[config.mk]
export PLATFORM = sky130hd
export DESIGN_NAME = bus_txn_watchdog
export DESIGN_NICKNAME = d
export VERILOG_FILES = /design/src/rtl/bus_txn_watchdog.sv
export SDC_FILE = /design/constraint.sdc
export NUM_CORES = 1
export LEC_CHECK = 0
export BUFFER_PORTS_ARGS = -buffer_cell sky130_fd_sc_hd__clkbuf_2
export CORE_MARGIN = 8
export CORE_UTILIZATION = 36
export CTS_CLUSTER_SIZE = 12
export DETAILED_ROUTE_END_ITERATION = 7
export MAX_ROUTING_LAYER = met4
export PLACE_DENSITY = 0.67
export SLEW_MARGIN = 0
export SYNTH_ARGS = -nofsm -noshare
export SYNTH_HDL_FRONTEND = slang
export SYNTH_SLANG_ARGS = --single-unit
[constraint.sdc]
create_clock -name clk -period 5.15 [get_ports clk]
set_input_delay 1.2875 -clock clk [delete_from_list [all_inputs] [get_ports clk]]
set_output_delay 1.2875 -clock clk [all_outputs]
set_load 0.005 [all_outputs]
[src/rtl/bus_txn_watchdog.sv]
module bus_txn_watchdog #(
  parameter int ADDR_W = 32,
  parameter int DATA_W = 32,
  parameter int CNT_W  = 16
) (
  input  logic              clk,
  input  logic              rst_n,
  input  logic              reg_we,
  input  logic [1:0]        reg_sel,
  input  logic [DATA_W-1:0] reg_wdata,
  output logic [DATA_W-1:0] reg_rdata,
  input  logic              txn_start,
  input  logic              txn_done,
  input  logic [ADDR_W-1:0] txn_addr,
  input  logic              txn_write,
  input  logic              txn_waitable,
  output logic              warm_reset_req
);

  localparam logic [CNT_W-1:0] CNT_MAX = '1;
  localparam logic [1:0] SEL_CTRL = 2'd0;
  localparam logic [1:0] SEL_CMP  = 2'd1;
  localparam logic [1:0] SEL_ADDR = 2'd2;

  logic              en, to_flag, ty_wr;
  logic [CNT_W-1:0]  cmp, cnt;
  logic [ADDR_W-1:0] cap_addr, cur_addr;
  logic              cur_wr, active, pulse;

  wire accept = txn_start && en && txn_waitable;
  wire fire   = active && !txn_done && (cnt > cmp);
  wire wr_ctl = reg_we && (reg_sel == SEL_CTRL);
  wire wr_cmp = reg_we && (reg_sel == SEL_CMP);

  always_ff @(posedge clk or negedge rst_n) begin
    if (!rst_n) begin
      active   <= 1'b0;
      cnt      <= '0;
      cur_addr <= '0;
      cur_wr   <= 1'b0;
    end else if (accept) begin
      active   <= 1'b1;
      cnt      <= '0;
      cur_addr <= txn_addr;
      cur_wr   <= txn_write;
    end else if (fire || txn_done || !en) begin
      active <= 1'b0;
    end else if (active && cnt != CNT_MAX) begin
      cnt <= cnt + 1'b1;
    end
  end

  always_ff @(posedge clk or negedge rst_n) begin
    if (!rst_n) begin
      en       <= 1'b0;
      to_flag  <= 1'b0;
      ty_wr    <= 1'b0;
      cmp      <= CNT_MAX;
      cap_addr <= '0;
      pulse    <= 1'b0;
    end else begin
      pulse <= fire;
      if (fire) begin
        to_flag  <= 1'b1;
        ty_wr    <= cur_wr;
        cap_addr <= cur_addr;
        cmp      <= CNT_MAX;
        en       <= 1'b1;
      end else begin
        if (wr_ctl) begin
          en <= reg_wdata[0];
          if (reg_wdata[1]) to_flag <= 1'b0;
        end
        if (wr_cmp) cmp <= reg_wdata[CNT_W-1:0];
      end
    end
  end

  assign warm_reset_req = pulse;

  always_comb begin
    reg_rdata = '0;
    case (reg_sel)
      SEL_CTRL: reg_rdata[2:0] = {ty_wr, to_flag, en};
      SEL_CMP:  reg_rdata[CNT_W-1:0] = cmp;
      SEL_ADDR: reg_rdata[ADDR_W-1:0] = cap_addr;
      default:  reg_rdata = '0;
    endcase
  end

  p_clear_on_start_r3: assert property (@(posedge clk) disable iff (!rst_n)
    accept |=> (cnt == '0) && active);

  p_count_step_r3: assert property (@(posedge clk) disable iff (!rst_n)
    (active && en && !txn_start && !txn_done && !fire && cnt != CNT_MAX) |=> cnt == $past(cnt) + 1'b1);

  p_no_wrap_r3: assert property (@(posedge clk) disable iff (!rst_n)
    (cnt == CNT_MAX && !accept) |=> cnt == CNT_MAX);

  p_done_blocks_r4: assert property (@(posedge clk) disable iff (!rst_n)
    (txn_done && !warm_reset_req) |=> !warm_reset_req);

  p_status_with_pulse_r5: assert property (@(posedge clk) disable iff (!rst_n)
    warm_reset_req |-> to_flag);

  p_single_pulse_r6: assert property (@(posedge clk) disable iff (!rst_n)
    warm_reset_req |=> !warm_reset_req);

  p_reload_r7: assert property (@(posedge clk) disable iff (!rst_n)
    warm_reset_req |-> (cmp == CNT_MAX) && en);

  p_idle_quiet_r8: assert property (@(posedge clk) disable iff (!rst_n)
    (!active && !warm_reset_req) |=> !warm_reset_req);

  p_capture_hold_r9: assert property (@(posedge clk) disable iff (!rst_n)
    !warm_reset_req |-> $stable(cap_addr) && $stable(ty_wr));

endmodule

==> results by group, run 1 <==
Cells and area
  – Inserted Diodes: 0
  – Fill cells: 1365
  – Commonest non-fill, non-tap cells in the layout: nand2_1 (131), clkbuf_2 (88), dfrtp_1 (86)
  – Post-route cell area: 5850 sq um
  – Fraction of layout cells with a size suffix above 1: 28.1%
  – Final cell count without fillers: 756
  – Layout Nets: 665
  – P&R area growth vs syn: 17.8%
  – Most common cell after layout, fill and taps aside: nand2_1

Global routing
  – Met3 Use GR: 4.37%
  – Met1 GRT Util: 17.6%
  – Initial antenna violation count: 0
  – GRT overflow: 0
  – First-pass GRT wire length: 20500 um
  – Total GRT Usage: 14.6%
  – Pin count of the biggest net entering global routing: 68
  – Layer with the highest usage: met2
  – Vias in the first global route: 4121
  – Met2 Use GR: 23.1%

Power and ir drop
  – Leak: 3.06 nW
  – Clk network pwr share: 34.0%
  – Comb pwr share: 12.8%
  – Sw Ratio: 27.6%
  – PnR Total Power: 1.88 mW
  – Worst IR drop on VDD: 0.000229 V
  – Cell Int Power: 1.36 mW
  – Power density cells: 321 nW/um^2
  – Part of the power in registers: 53.2%
  – P_sw: 0.519 mW

Clocking
  – Clk_lat worst skew: 0.35 ns
  – H-tree depth: 3
  – CTS Hold Bufs: 0
  – CTS resizes: 0
  – CTS Root Cell: clkbuf_16
  – Max clock buf depth: 2
  – Setup repair bufs after CTS: 0
  – Worst-path clk slew: 0.07 ns
  – TritonCTS Buffers: 9
  – Clock sinks: 102
  – CTS tree: done

Setup path
  – Crit path max fanout: 21
  – FF-to-FF path depth: 9
  – Startpoint types: primary input
  – WP data arrival: 2.76 ns
  – Worst r2r dst: cap_addr[27]$_DFFE_PN0P_
  – CP Launch Point: reg_sel[0]
  – Kind of critical path: primary input to output pin
  – Worst Setup EP: reg_rdata[3]
  – Critical Path RT: 3.86 ns
  – CP Capture Type: output pin
  – Reg2reg setup slack: 1.57 ns
  – R2r startpoint: cmp[13]$_DFFE_PN1P_

Synth
  – Yosys cell types: 36
  – Syn Area/Cell: 10.1 sq um
  – Post-synth EDFFs: 0
  – Top FF cell, synth: dfrtp_1
  – Seq/Total Area, Yosys: 51.8%
  – Post-Synthesis Cells: 491
  – Post-Syn Area: 4960 sq um
  – Seq cells post-synth: 102
  – Async SR Flop Fraction: 100%
  – Synthesized Nets: 585
  – Warnings from Yosys: 0

Route
  – Residual DRC: 0
  – Via count: 3811
  – Drt total wl: 12200 um
  – Drt via density: 5.04
  – DR pass1 iterations: 5
  – Drt first-iter violations: 163
  – Avg WL per Cell: 16.1 um
  – Detail Route Antenna Nets: 0

Run status
  – Status: finished clean

Floorplanning
  – Die Y-Extent: 133 um
  – # rows: 43
  – Die Span X: 133 um
  – Die Area: 17800 sq um
  – Number of top-level pins: 106
  – Initial core utilization: 36.3%
  – Core Box Area: 13700 sq um

Job
  – Maxcap violations: 0

Timing
  – Final Skew: 0.00955 ns
  – Slew Limit Fails: 0
  – Fin Setup TNS: 0 ns
  – Min cycle time layout: 4.04 ns
  – Setup violations, final: 0
  – Worst slew margin: 35.0%
  – Achievable frequency: 247 MHz
  – Worst-Margin Slew: 0.973 ns
  – RSZ-0062 raised after global routing: no
  – Crit share post-route: 78.5%
  – Hold Vio Cnt, Final: 0

Min path
  – Worst Hold Class: register to register

Place
  – Placed instance count: 740
  – Final GP Congestion: 0.792
  – Hpwl dp: 8550 um
  – Post-placement cell area: 5580 sq um
  – # port buffers: 89
[cell type report]
class                   instances  area [sq um]  share of cell area, %
inverters                      19          71.3                   1.22
well taps                     180           225                   3.85
clock buffers                  12           236                   4.04
multi-input cells             345          2230                   38.1
flip-flops and latches        102          2570                   44.0
repair buffers                 94           485                   8.30
clock inverters                 4          32.5                  0.556
[power groups by stage]
| stage | sequential [mW] | clock, mW | combinational [mW] |
|---|---|---|---|
| floorplan | 0.985 | 0 | 0.160 |
| global placement | 1.01 | 0 | 0.236 |
| detailed placement | 1.01 | 0 | 0.245 |
| CTS | 1.00 | 0.654 | 0.247 |
| global route | 1.01 | 0.691 | 0.286 |
| finish | 0.999 | 0.639 | 0.241 |
[cells in the mapped netlist, types with 13 or more instances]
cell type / count / area share (%)
and2_1: 18 / 2.3
nand2_1: 131 / 9.9
inv_1: 18 / 1.4
ha_1: 21 / 5.3
mux2_2: 33 / 7.5
clkbuf_1: 19 / 1.4
nor2b_1: 15 / 1.9
dfstp_2: 16 / 8.5
dfrtp_1: 86 / 43
mux2i_1: 17 / 3.4
a22oi_1: 13 / 2.0
a21oi_1: 19 / 1.9
[worst min path at each step]
stage	startpoint	to	slack, ns	cells after the start
after global placement	cur_addr[20]$_DFFE_PN0P_	cur_addr[20]$_DFFE_PN0P_	0.45	2
after detailed placement	cur_addr[2]$_DFFE_PN0P_	cur_addr[2]$_DFFE_PN0P_	0.46	2
after global routing	cur_addr[5]$_DFFE_PN0P_	cur_addr[5]$_DFFE_PN0P_	0.49	2
after floorplan	cur_addr[0]$_DFFE_PN0P_	cur_addr[0]$_DFFE_PN0P_	0.44	2
final	cur_addr[1]$_DFFE_PN0P_	cur_addr[1]$_DFFE_PN0P_	0.47	2
after CTS	cur_addr[1]$_DFFE_PN0P_	cur_addr[1]$_DFFE_PN0P_	0.47	2
[registers in the layout (all words and copies together), names as in the netlist]
signal and cells:
ty_wr 1, active 1, cmp 16, cur_addr 32
cnt 16, warm_reset_req 1, cur_wr 1, cap_addr 32
en 1, to_flag 1
[metal layers]
layer,share of wire [%],vias up,wire length (um)
met1,45,1870,5510
met4,0.88,0,107
met2,48,81,5870
li1,-,1852,-
met5,0,-,0
met3,5.6,8,683
[per-stage QoR]
stage	util [%]	setup WS, ns	hold slack, ns
2_1_floorplan	-	1.62	0.440
3_3_place_gp	40.8	1.12	0.452
3_5_place_dp	40.8	1.10	0.457
4_1_cts	42.8	1.09	0.474
5_1_grt	42.8	1.01	0.487
6_report	42.8	1.11	0.471
[kinds of logic after synthesis]
kind of cell / count (synthesis) / synth area share, %
AOI/OAI and AO/OA: 61 / 8.44
adders and majority gates: 21 / 5.29
buffers and inverters: 44 / 3.45
DFF: 102 / 51.8
muxes: 50 / 10.9
and+or+nand+nor: 213 / 20.1
[worst max-delay path: stages]
cell and delay, ns:
clkbuf_2 0.10, inv_1 0.08, ha_1 0.71, a22oi_1 0.21
nor2b_1 0.22, clkbuf_2 0.14
(Power assumes the default switching activity.)
==> inputs of run 2 (changes only) <==
Clock period 5.15 ns to 3.9 ns, I/O delays scaled along.
==> run 2 against run 1 <==
Effect of this change:
- worst setup slack got worse by 0.57 ns
- register-to-register slack got worse by 1.0 ns
- count of clock-buffer cells in the layout decreased by 1
- critical path type is now register to register
- largest cell class unchanged
- largest power group unchanged
==> results by group, run 2 (same netlist as run 1, synthesis figures left out) <==
Run status
  – Status: finished clean

Global routing
  – Vias in the first global route: 4221
  – Pin count of the biggest net entering global routing: 69
  – First-pass GRT wire length: 21000 um
  – Initial antenna violation count: 0
  – Total GRT Usage: 15.2%
  – GRT overflow: 0

Timing
  – Worst slew margin: 35.7%
  – Achievable frequency: 298 MHz
  – Final Skew: 0.0107 ns
  – Min cycle time layout: 3.36 ns
  – Hold Vio Cnt, Final: 0
  – RSZ-0062 raised after global routing: no
  – Fin Setup TNS: 0 ns
  – Setup violations, final: 0
  – Worst Hold Slack: 0.473 ns
  – Slew Limit Fails: 0
  – Worst-Margin Slew: 0.965 ns
  – Crit share post-route: 86.1%

Setup path
  – CP Capture Type: register
  – Critical Path RT: 4.16 ns
  – CP Launch Point: cmp[13]$_DFFE_PN1P_
  – Cells along the critical path: inv_1, ha_1, a211oi_1, nor2_1, or4_4, o31ai_4, inv_2, buf_4, or4_1, a21oi_1
  – Worst r2r dst: cnt[12]$_DFFE_PN0P_
  – Startpoint types: register
  – WP data arrival: 3.61 ns
  – Reg2reg setup slack: 0.54 ns
  – Crit-path slowest cell: dfstp_2
  – Largest stage delay on the critical path: 0.58 ns
  – Family with the most delay on the worst path: simple AND/OR/NAND/NOR gates
  – R2r startpoint: cmp[13]$_DFFE_PN1P_
  – Critical path buffer and inverter count: 3
  – Kind of critical path: register to register
  – FF-to-FF path depth: 10
  – Crit path max fanout: 19

Power and ir drop
  – Power density cells: 430 nW/um^2
  – Leak: 3.11 nW
  – PnR Total Power: 2.54 mW
  – Worst IR drop on VDD: 0.000233 V

Cells and area
  – Most common cell after layout, fill and taps aside: nand2_1
  – Inserted Diodes: 0
  – Fraction of layout cells with a size suffix above 1: 28.9%
  – Final cell count without fillers: 761
  – Layout Nets: 670
  – Largest registers: cap_addr: 32 flops, cur_addr: 32 flops
  – P&R area growth vs syn: 19.0%
  – Commonest non-fill, non-tap cells in the layout: nand2_1 (131), clkbuf_2 (88), dfrtp_1 (86)

Clocking
  – Max clock buf depth: 2
  – CTS Root Cell: clkbuf_16
  – CTS tree: done
  – Clk_lat worst skew: 0.35 ns
  – Clock sinks: 102
  – TritonCTS Buffers: 9
  – CTS resizes: 0
  – Setup repair bufs after CTS: 0
  – Worst-path clk slew: 0.07 ns
  – H-tree depth: 3
  – CTS Hold Bufs: 0

Route
  – Detail Route Antenna Nets: 0
  – Via count: 3877
  – Residual DRC: 0
  – Drt first-iter violations: 226
  – Drt total wl: 12700 um
  – Drt via density: 5.09
  – Avg WL per Cell: 16.8 um
  – DR pass1 iterations: 4

Floorplanning
  – Die Span X: 133 um
  – Initial core utilization: 36.3%
  – Die Y-Extent: 133 um
  – Number of top-level pins: 106
  – Core Box Area: 13700 sq um
  – # rows: 43
  – Die Area: 17800 sq um

Place
  – # port buffers: 89
  – Final GP Congestion: 0.829
  – Placed instance count: 745
  – Hpwl dp: 9060 um

Min path
  – Worst Hold Depth: 2
  – Worst Hold Class: register to register
  – Hold Path End: cur_addr[25]$_DFFE_PN0P_
  – Worst hold start: cur_addr[25]$_DFFE_PN0P_

Job
  – Maxcap violations: 0
## run 2: per-layer routing
metal | GRT usage, % | vias up | share of wire [%]
met5 | - | - | 0
met4 | 4.99 | 0 | 1.0
met3 | 3.77 | 12 | 4.9
met2 | 24.8 | 88 | 49
met1 | 18.1 | 1923 | 45
li1 | - | 1854 | -
## run 2: worst max-delay path by stage
stage / endpoint / slack, ns / depth (start not counted)
2_1_floorplan: reg_rdata[1] / 0.99 / 6
3_3_place_gp: reg_rdata[7] / 0.70 / 7
3_5_place_dp: cap_addr[24]$_DFFE_PN0P_ / 0.61 / 9
4_1_cts: cnt[12]$_DFFE_PN0P_ / 0.50 / 10
5_1_grt: cnt[11]$_DFFE_PN0P_ / 0.37 / 10
6_report: cnt[12]$_DFFE_PN0P_ / 0.54 / 10
## run 2: final cells by class
cell class	count	area (sq um)
multi-input combinational	345	2230
clock inverter	5	57.6
fill	1362	7760
sequential	102	2570
timing repair buffer	99	523
inverter	19	71.3
clock buffer	11	233
tap	180	225
## run 2: metrics by stage
step / utilization (%) / instance area, sq um / worst slack, ns
after floorplan: - / 4960 / 0.990
after global placement: 41.1 / 5620 / 0.703
after detailed placement: 41.1 / 5620 / 0.608
after CTS: 43.2 / 5910 / 0.496
after global routing: 43.2 / 5910 / 0.367
final: 43.2 / 5910 / 0.541
## run 2: worst register-to-register path, cell delays in order, from the launching register on
cell and delay, ns:
dfstp_2 0.58, inv_1 0.06, ha_1 0.30, a211oi_1 0.26
nor2_1 0.10, or4_4 0.56, o31ai_4 0.30, inv_2 0.20
buf_4 0.25, or4_1 0.52, a21oi_1 0.15
## run 2: power breakdown
part / switching (mW) / internal (mW)
clock network: 0.393 / 0.499
logic: 0.190 / 0.136
registers: 0.0981 / 1.23
total: 0.681 / 1.86
==> inputs of run 3 (changes only) <==
--- a/constraint.sdc
+++ b/constraint.sdc
@@ -3,2 +3,2 @@
 set_output_delay 0.975 -clock clk [all_outputs]
-set_load 0.005 [all_outputs]
+set_load 0.01 [all_outputs]
==> run 3 against run 2 <==
Effect of this change:
- global-route usage fell by 0.30 points
- combinational power barely moved
- worst setup slack improved by 0.051 ns
- first-iteration DRC count increased by 21%
==> results by group, run 3 (same netlist as run 1, synthesis figures left out) <==
Run status
  – Status: finished clean

Setup path
  – R2r startpoint: cmp[13]$_DFFE_PN1P_
  – CP Capture Type: output pin
  – Cells along the critical path: clkbuf_2, inv_1, ha_1, buf_4, a22oi_1, nor2b_1, clkbuf_2
  – Startpoint types: primary input
  – Critical Path RT: 2.92 ns
  – Reg2reg setup slack: 0.63 ns
  – Largest stage delay on the critical path: 0.35 ns
  – Crit-path slowest cell: buf_4
  – FF-to-FF path depth: 10
  – WP data arrival: 2.33 ns
  – Cell depth of the worst setup path: 7
  – Family with the most delay on the worst path: buffers and inverters
  – Kind of critical path: primary input to output pin
  – Crit path max fanout: 25
  – Most used cell along the critical path: clkbuf_2
  – Critical path buffer and inverter count: 4
  – Worst r2r dst: cnt[5]$_DFFE_PN0P_

Route
  – Detail Route Antenna Nets: 0
  – Drt total wl: 12200 um
  – Drt first-iter violations: 273
  – Residual DRC: 0
  – Avg WL per Cell: 16.1 um
  – Via count: 3861
  – DR pass1 iterations: 4
  – Drt via density: 5.08

Cells and area
  – Fraction of layout cells with a size suffix above 1: 28.8%
  – Largest registers: cap_addr: 32 flops, cur_addr: 32 flops
  – Layout Nets: 669
  – Fill cells: 1352
  – Inserted Diodes: 0
  – Post-route cell area: 5890 sq um
  – Most common cell after layout, fill and taps aside: nand2_1
  – Final core occ: 43.1%
  – P&R area growth vs syn: 18.6%
  – Commonest non-fill, non-tap cells in the layout: nand2_1 (131), clkbuf_2 (88), dfrtp_1 (86)
  – Final cell count without fillers: 760

Place
  – Worst slack, placed: 0.560 ns
  – # port buffers: 89
  – Placed instance count: 744
  – Hpwl dp: 8660 um
  – Post-placement cell area: 5610 sq um
  – Final GP Congestion: 0.809

Min path
  – Hold Path End: cur_addr[5]$_DFFE_PN0P_
  – Worst Hold Class: register to register
  – Worst Hold Depth: 2
  – Worst hold start: cur_addr[5]$_DFFE_PN0P_

Clocking
  – CTS tree: done
  – Max clock buf depth: 2
  – Clock sinks: 102
  – Clk_lat worst skew: 0.35 ns
  – Worst-path clk slew: 0.06 ns
  – CTS Hold Bufs: 0
  – CTS resizes: 0
  – CTS Root Cell: clkbuf_16
  – TritonCTS Buffers: 9
  – H-tree depth: 3
  – Setup repair bufs after CTS: 0

Timing
  – Fin Setup TNS: 0 ns
  – Crit share post-route: 84.8%
  – Final Skew: 0.0112 ns
  – Slew Limit Fails: 0
  – Worst-Margin Slew: 1.02 ns
  – Worst Hold Slack: 0.471 ns
  – Min cycle time layout: 3.31 ns
  – Hold Vio Cnt, Final: 0
  – Achievable frequency: 302 MHz
  – Final WS setup: 0.592 ns
  – Setup violations, final: 0
  – RSZ-0062 raised after global routing: no
  – Worst slew margin: 32.1%

Floorplanning
  – Core Box Area: 13700 sq um
  – Initial core utilization: 36.3%
  – Die Area: 17800 sq um
  – Die Y-Extent: 133 um
  – Die Span X: 133 um
  – Number of top-level pins: 106
  – # rows: 43

Global routing
  – First-pass GRT wire length: 20900 um
  – Total GRT Usage: 14.9%
  – Vias in the first global route: 4129
  – Pin count of the biggest net entering global routing: 81
  – GRT overflow: 0
  – Initial antenna violation count: 0

Power and ir drop
  – Power density cells: 423 nW/um^2
  – PnR Total Power: 2.49 mW
  – Worst IR drop on VDD: 0.000331 V
  – Leak: 3.09 nW

Job
  – Maxcap violations: 0
## run 3: cell types whose count changed in the layout (fill, tap and decap cells not counted), sizes merged
cell	before	now
clkinv	3	1
bufinv	1	0
clkinvlp	0	1
clkbuf	99	100
inv	20	21
buf	11	10
## run 3: worst max path at each step
stage / slack (ns) / startpoint / to
floorplan: 0.93 / reg_sel[1] / reg_rdata[1]
global placement: 0.59 / reg_sel[0] / reg_rdata[6]
detailed placement: 0.56 / reg_sel[0] / reg_rdata[6]
CTS: 0.57 / reg_sel[0] / reg_rdata[6]
global route: 0.42 / cmp[14]$_DFFE_PN1P_ / cap_addr[20]$_DFFE_PN0P_
finish: 0.59 / reg_sel[0] / reg_rdata[3]
## run 3: per-layer routing
metal | share of wire [%] | global-route usage (%)
met5 | 0 | -
met4 | 1.1 | 4.24
met3 | 5.7 | 3.92
met2 | 49 | 23.9
met1 | 44 | 18.1
## run 3: tightest hold or removal path: stages, from the launching register on
cell	delay (ns)
dfrtp_1	0.34
nand2_1	0.05
nand2_1	0.05
## run 3: final cells by class
class	instances	area (sq um)	share of cell area (%)
clock buffer	12	246	4.19
clock inverter	4	30.0	0.510
inverter	19	71.3	1.21
multi-input combinational	345	2230	37.8
sequential	102	2570	43.7
tap	180	225	3.82
timing repair buffer	98	515	8.75
## run 3: power by group
part           switching (mW)  internal, mW
logic                   0.191         0.135
registers              0.0933          1.22
clock network           0.391         0.454
